[config.mk]
export PLATFORM = sky130hd
export DESIGN_NAME = rem_unit
export DESIGN_NICKNAME = d
export VERILOG_FILES = /design/src/rtl/rem_pkg.sv /design/src/rtl/rem_alu.sv /design/src/rtl/rem_updn_cnt.sv /design/src/rtl/rem_ctrl.sv /design/src/rtl/rem_unit.sv
export SDC_FILE = /design/constraint.sdc
export NUM_CORES = 1
export LEC_CHECK = 0
export CAP_MARGIN = 20
export CORE_MARGIN = 2
export CORE_UTILIZATION = 60
export DETAILED_ROUTE_END_ITERATION = 8
export DONT_BUFFER_PORTS = 1
export GPL_TIMING_DRIVEN = 1
export PLACE_DENSITY = 0.88
export SLEW_MARGIN = 20
export SYNTH_ARGS = -nofsm -noshare
export SYNTH_HDL_FRONTEND = slang
export SYNTH_SLANG_ARGS = --single-unit
[constraint.sdc]
create_clock -name clk -period 7.6 [get_ports clk]
set_input_delay 0.38 -clock clk [delete_from_list [all_inputs] [get_ports clk]]
set_output_delay 0.38 -clock clk [all_outputs]
set_load 0.01 [all_outputs]
[src/rtl/rem_pkg.sv]
package rem_pkg;

    // Arithmetic unit operation select
    typedef enum logic [1:0] {
        OP_ADD = 2'b00,
        OP_SUB = 2'b01,
        OP_SHL = 2'b10,
        OP_SHR = 2'b11
    } alu_op_e;

    // Controller states: one register update or one test per state
    typedef enum logic [3:0] {
        ST_IDLE,
        ST_NTST,
        ST_SHL,
        ST_SUB,
        ST_STST,
        ST_RSTR,
        ST_CTST,
        ST_SHR,
        ST_DONE
    } state_e;

    // Control word from the controller to the datapath
    typedef struct packed {
        alu_op_e op;
        logic    a_we;
        logic    b_we;
        logic    cnt_en;
        logic    cnt_dn;
        logic    ld_ok;
        logic    done;
    } ctl_t;

    // Status bits from the datapath to the controller
    typedef struct packed {
        logic b_top;
        logic a_neg;
        logic cnt_zero;
    } stat_t;

    function automatic int cnt_bits(input int w);
        return (w > 2) ? $clog2(w) : 1;
    endfunction

endpackage

[src/rtl/rem_alu.sv]
module rem_alu
    import rem_pkg::*;
#(
    parameter int W = 8
) (
    input  logic [W:0] a,
    input  logic [W:0] b,
    input  alu_op_e    op,
    output logic [W:0] y
);
    always_comb begin
        case (op)
            OP_ADD:  y = a + b;
            OP_SUB:  y = a - b;
            OP_SHL:  y = {b[W-1:0], 1'b0};
            default: y = {1'b0, b[W:1]};
        endcase
    end
endmodule

[src/rtl/rem_updn_cnt.sv]
module rem_updn_cnt #(
    parameter int CW = 3
) (
    input  logic          clk,
    input  logic          rst,
    input  logic          en,
    input  logic          dn,
    output logic [CW-1:0] q,
    output logic          zero
);
    always_ff @(posedge clk) begin
        if (rst)
            q <= '0;
        else if (en)
            q <= dn ? q - 1'b1 : q + 1'b1;
    end

    assign zero = (q == '0);
endmodule

[src/rtl/rem_ctrl.sv]
module rem_ctrl
    import rem_pkg::*;
(
    input  logic  clk,
    input  logic  rst,
    input  logic  start,
    input  stat_t st,
    output ctl_t  ctl
);
    state_e state_q, state_d;

    always_ff @(posedge clk) begin
        if (rst) state_q <= ST_IDLE;
        else     state_q <= state_d;
    end

    always_comb begin
        state_d = state_q;
        case (state_q)
            ST_IDLE: if (start) state_d = ST_NTST;
            ST_NTST: state_d = st.b_top ? ST_SUB : ST_SHL;
            ST_SHL:  state_d = ST_NTST;
            ST_SUB:  state_d = ST_STST;
            ST_STST: state_d = st.a_neg ? ST_RSTR : ST_CTST;
            ST_RSTR: state_d = ST_CTST;
            ST_CTST: state_d = st.cnt_zero ? ST_DONE : ST_SHR;
            ST_SHR:  state_d = ST_SUB;
            ST_DONE: state_d = ST_IDLE;
            default: state_d = ST_IDLE;
        endcase
    end

    // Moore outputs: a function of the present state only
    always_comb begin
        ctl = '0;
        ctl.op = OP_ADD;
        case (state_q)
            ST_IDLE: ctl.ld_ok = 1'b1;
            ST_SHL: begin
                ctl.op = OP_SHL; ctl.b_we = 1'b1; ctl.cnt_en = 1'b1;
            end
            ST_SUB: begin
                ctl.op = OP_SUB; ctl.a_we = 1'b1;
            end
            ST_RSTR: begin
                ctl.op = OP_ADD; ctl.a_we = 1'b1;
            end
            ST_SHR: begin
                ctl.op = OP_SHR; ctl.b_we = 1'b1;
                ctl.cnt_en = 1'b1; ctl.cnt_dn = 1'b1;
            end
            ST_DONE: ctl.done = 1'b1;
            default: ;
        endcase
    end


    done_pulse_chk: assert property (@(posedge clk) disable iff (rst)
        ctl.done |=> !ctl.done);

endmodule

[src/rtl/rem_unit.sv]
module rem_unit
    import rem_pkg::*;
#(
    parameter int W = 8
) (
    input  logic         clk,
    input  logic         rst,
    input  logic         start,
    input  logic [W-1:0] dividend,
    input  logic [W-1:0] divisor,
    output logic         done,
    output logic [W-1:0] rem
);
    localparam int CW = cnt_bits(W);

    logic [W:0]    a_q, b_q, alu_y;
    logic [CW-1:0] cnt_q;
    logic          cnt_zero;
    ctl_t          ctl;
    stat_t         st;

    rem_ctrl u_ctrl (
        .clk   (clk),
        .rst   (rst),
        .start (start),
        .st    (st),
        .ctl   (ctl)
    );

    rem_alu #(.W(W)) u_alu (
        .a  (a_q),
        .b  (b_q),
        .op (ctl.op),
        .y  (alu_y)
    );

    rem_updn_cnt #(.CW(CW)) u_cnt (
        .clk  (clk),
        .rst  (rst),
        .en   (ctl.cnt_en),
        .dn   (ctl.cnt_dn),
        .q    (cnt_q),
        .zero (cnt_zero)
    );

    // Working registers with sign bit
    always_ff @(posedge clk) begin
        if (rst) begin
            a_q <= '0;
            b_q <= '0;
        end else if (ctl.ld_ok && start) begin
            a_q <= {1'b0, dividend};
            b_q <= {1'b0, divisor};
        end else begin
            if (ctl.a_we) a_q <= alu_y;
            if (ctl.b_we) b_q <= alu_y;
        end
    end

    assign st.b_top    = b_q[W-1];
    assign st.a_neg    = a_q[W];
    assign st.cnt_zero = cnt_zero;

    assign done = ctl.done;
    assign rem  = a_q[W-1:0];


    capture_chk: assert property (@(posedge clk) disable iff (rst)
        (ctl.ld_ok && start) |=> (a_q == {1'b0, $past(dividend)}));


    rem_range_chk: assert property (@(posedge clk) disable iff (rst)
        done |-> (!a_q[W] && (a_q < b_q)));


    cnt_home_chk: assert property (@(posedge clk) disable iff (rst)
        done |-> (cnt_q == '0));


    restore_chk: assert property (@(posedge clk) disable iff (rst)
        $rose(a_q[W]) |-> ##2 !a_q[W]);

endmodule

==> impl_metrics.csv <==
group,metric,value,unit
die,initial_core_util,63.9,%
finish,regArea,500,um^2
logic_synthesis,synth.distinct_cells,51,
worst_setup_path,cp.required,7.87,ns
detailed_routing,wl_per_cell,17.4,um
flow_run,maxCapViolations,0,
sta,fin_crit,2.97,ns
sta,slew_headroom,47.4,%
sta,tns,0,ns
logic_synthesis,syn_area,0.00198,mm^2
clock_network,insertion_delay,0.33,ns
clock_network,clk_path_buf_depth,2,
detailed_routing,vias,1817,
sta,rsz0062_at_grt,"no",
detailed_routing,wl_met3,631,um
finish,diodes,0,
logic_synthesis,async_reset_ff_share,0,%
worst_setup_path,crit_family,"simple AND/OR/NAND/NOR gates",
worst_setup_path,crit_arrival,3.24,ns
power,peakVddDrop,149,uV
detailed_routing,drc_errors,0,
logic_synthesis,yosys.area.top_type,"dfxtp_1",
clock_network,htreeDepth,1,
clock_network,cts_hold_buf,0,
worst_setup_path,worstPathMaxFanout,17,
sta,maxSlewViolCount,0,
run_status,outcome,"complete, no violations",
logic_synthesis,syn_area_per_cell,7.81,um^2
sta,max_freq,336,MHz
power,p_leak,0.000684,uW
finish,multi_input_area,0.00128,mm^2
worst_setup_path,r2r_start,"u_ctrl.state_q[0]$_SDFFE_PP0P_",
logic_synthesis,synth_seq_area_share,25.2,%
clock_network,cts_root_buffer,"clkbuf_4",
logic_synthesis,synth.ff_latch_count,25,
power,power_density,234,mW/mm^2
die,fp.dieH,61.5,um
logic_synthesis,syn-num-nets,284,
logic_synthesis,synth_edf_count,0,
placed_design,dp_cells,275,
worst_setup_path,cpPeakStageDelay,0.70,ns
global_routing,grt_pass1_vias,1688,
die,ioPinCount,28,
finish,fillers,295,
logic_synthesis,netlist_top_cells_area,"dfxtp_1, a21oi_1, ha_1",
logic_synthesis,synth_top_area_share,25.2,%
finish,layout_commonest_cell,"nor2_1",
worst_hold_path,hold_path_class,"input pin to flop",
sta,finalSetupViolations,0,
sta,clock_skew,0.0109,ns
worst_setup_path,cp-start-kind,"flop",
logic_synthesis,synthCells,254,
placed_design,place.gp.congestion,0.870,
detailed_routing,routed_via_density,6.51,
finish,fin_cells,279,
worst_setup_path,cp-startpoint,"u_ctrl.state_q[0]$_SDFFE_PP0P_",
global_routing,grt_pass1_wl,7880,um
placed_design,port-buffer-count,0,
worst_setup_path,setup.worst_path.end_class,"flop",
detailed_routing,top_layer,"met4",
logic_synthesis,ys_warn_count,0,
sta,tightest_slew,0.790,ns
placed_design,dp_hpwl,3680,um
logic_synthesis,synthFlopType,"dfxtp_1",
clock_network,cts_tree,"yes",
detailed_routing,first_pass_iters,5,
finish,finalCoreUtilization,61.7,%
global_routing,antenna_found_initial,0,
sta,holdWs,0.0998,ns
global_routing,overflow,0,
die,dieWidth,61.5,um
finish,num-nets-final,266,
detailed_routing,initialDrtViolationCount,111,
die,dieArea,0.00378,mm^2
finish,area_growth_syn_to_layout,-3.53,%
clock_network,cts_buffers,3,
finish,layout_common_cells,"nor2_1, a21oi_1, dfxtp_1",
die,rows,20,
worst_setup_path,cp.buffers_inverters,1,
clock_network,cts_setup_buffers,0,
sta,finalCritPeriodShare,39.1,%
worst_setup_path,path_cells,"nor4bb_1, buf_4, mux2i_1, ha_1, nor2b_1, o31a_1, o21a_1, or3_1, a31oi_1",
detailed_routing,dr_wl_met2,2120,um
clock_network,cts_sinks,25,
global_routing,grt_max_degree,22,
sta,hold_viol_final,0,
worst_setup_path,crit_type,"flop to flop",
global_routing,track_usage,28.1,%
die,core,0.00310,mm^2
finish,drive_above_1_share,4.26,%
detailed_routing,ant_nets,0,
worst_setup_path,slowest_stage,"dfxtp_1",
detailed_routing,wl_met1,2030,um
detailed_routing,wl,4860,um
worst_hold_path,hold_path.startpoint,"rst",
clock_network,cts_resized,0,
clock_network,clk_pin_slew,0.14,ns
==> logic make-up (layout without fill, tap and decap cells) <==
family                     Yosys count  count (layout)  synth area share [%]
AOI/OAI and AO/OA                   84              84                  27.8
and+or+nand+nor                     82              82                  21.8
buffers and inverters               36              17                  10.3
DFF                                 25              25                  25.2
xor gates and xnor gates            15              15                  6.62
adders and majority gates           11              11                  7.70
muxes                                1               1                 0.505
==> cell type report <==
cell class,count,share of cell area (%)
clock buffers,4,1.37
inverters,12,2.35
multi-input cells,193,66.8
flip-flops and latches,25,26.2
well taps,44,2.88
repair buffers,1,0.392
==> registers in the layout (all words and copies together), names as in the netlist <==
| signal | count |
|---|---|
| u_ctrl.state_q | 4 |
| b_q | 9 |
| a_q | 9 |
| u_cnt.q | 3 |
==> final timing paths <==
path | endpoint | slack [ns] | cells after the start
max | a_q[5]$_SDFFE_PP0P_ | 4.63 | 9
min reg2reg | a_q[0]$_SDFFE_PP0P_ | 0.54 | 2
min | u_cnt.q[1]$_SDFFE_PP0N_ | 0.1 | 1
max reg2reg | a_q[5]$_SDFFE_PP0P_ | 4.63 | 9
==> through the flow <==
step	power, uW	setup WS, ns	area (um^2)
detailed placement	382	4.64	1890
finish	447	4.63	1910
floorplan	350	5.08	1980
global placement	377	4.75	1890
global route	482	4.36	1910
CTS	443	4.61	1910
==> cells in the mapped netlist, types with 3 or more instances <==
cell type,count
inv_1,12
clkbuf_1,5
a21oi_1,25
nand2_1,16
o22ai_1,6
buf_4,13
xnor2_1,11
a31oi_1,4
o211ai_1,3
dfxtp_1,25
xor2_1,4
o21ai_0,12
a221oi_1,4
a22oi_1,9
a22o_1,4
buf_2,4
nor2_1,30
nand3_1,4
nor3_1,9
and2_1,3
ha_1,9
a211oi_1,4
==> routing by layer <==
metal,global-route usage (%),up-vias
met4,10.9,0
met2,41.8,110
li1,-,876
met3,7.77,8
met1,38.6,823
met5,0,-
==> power by group <==
group | switching, uW | internal (uW)
Combinational | 122 | 96.2
Sequential | 24.2 | 143
Clock | 41.1 | 20.6
(Power assumes the default switching activity.)
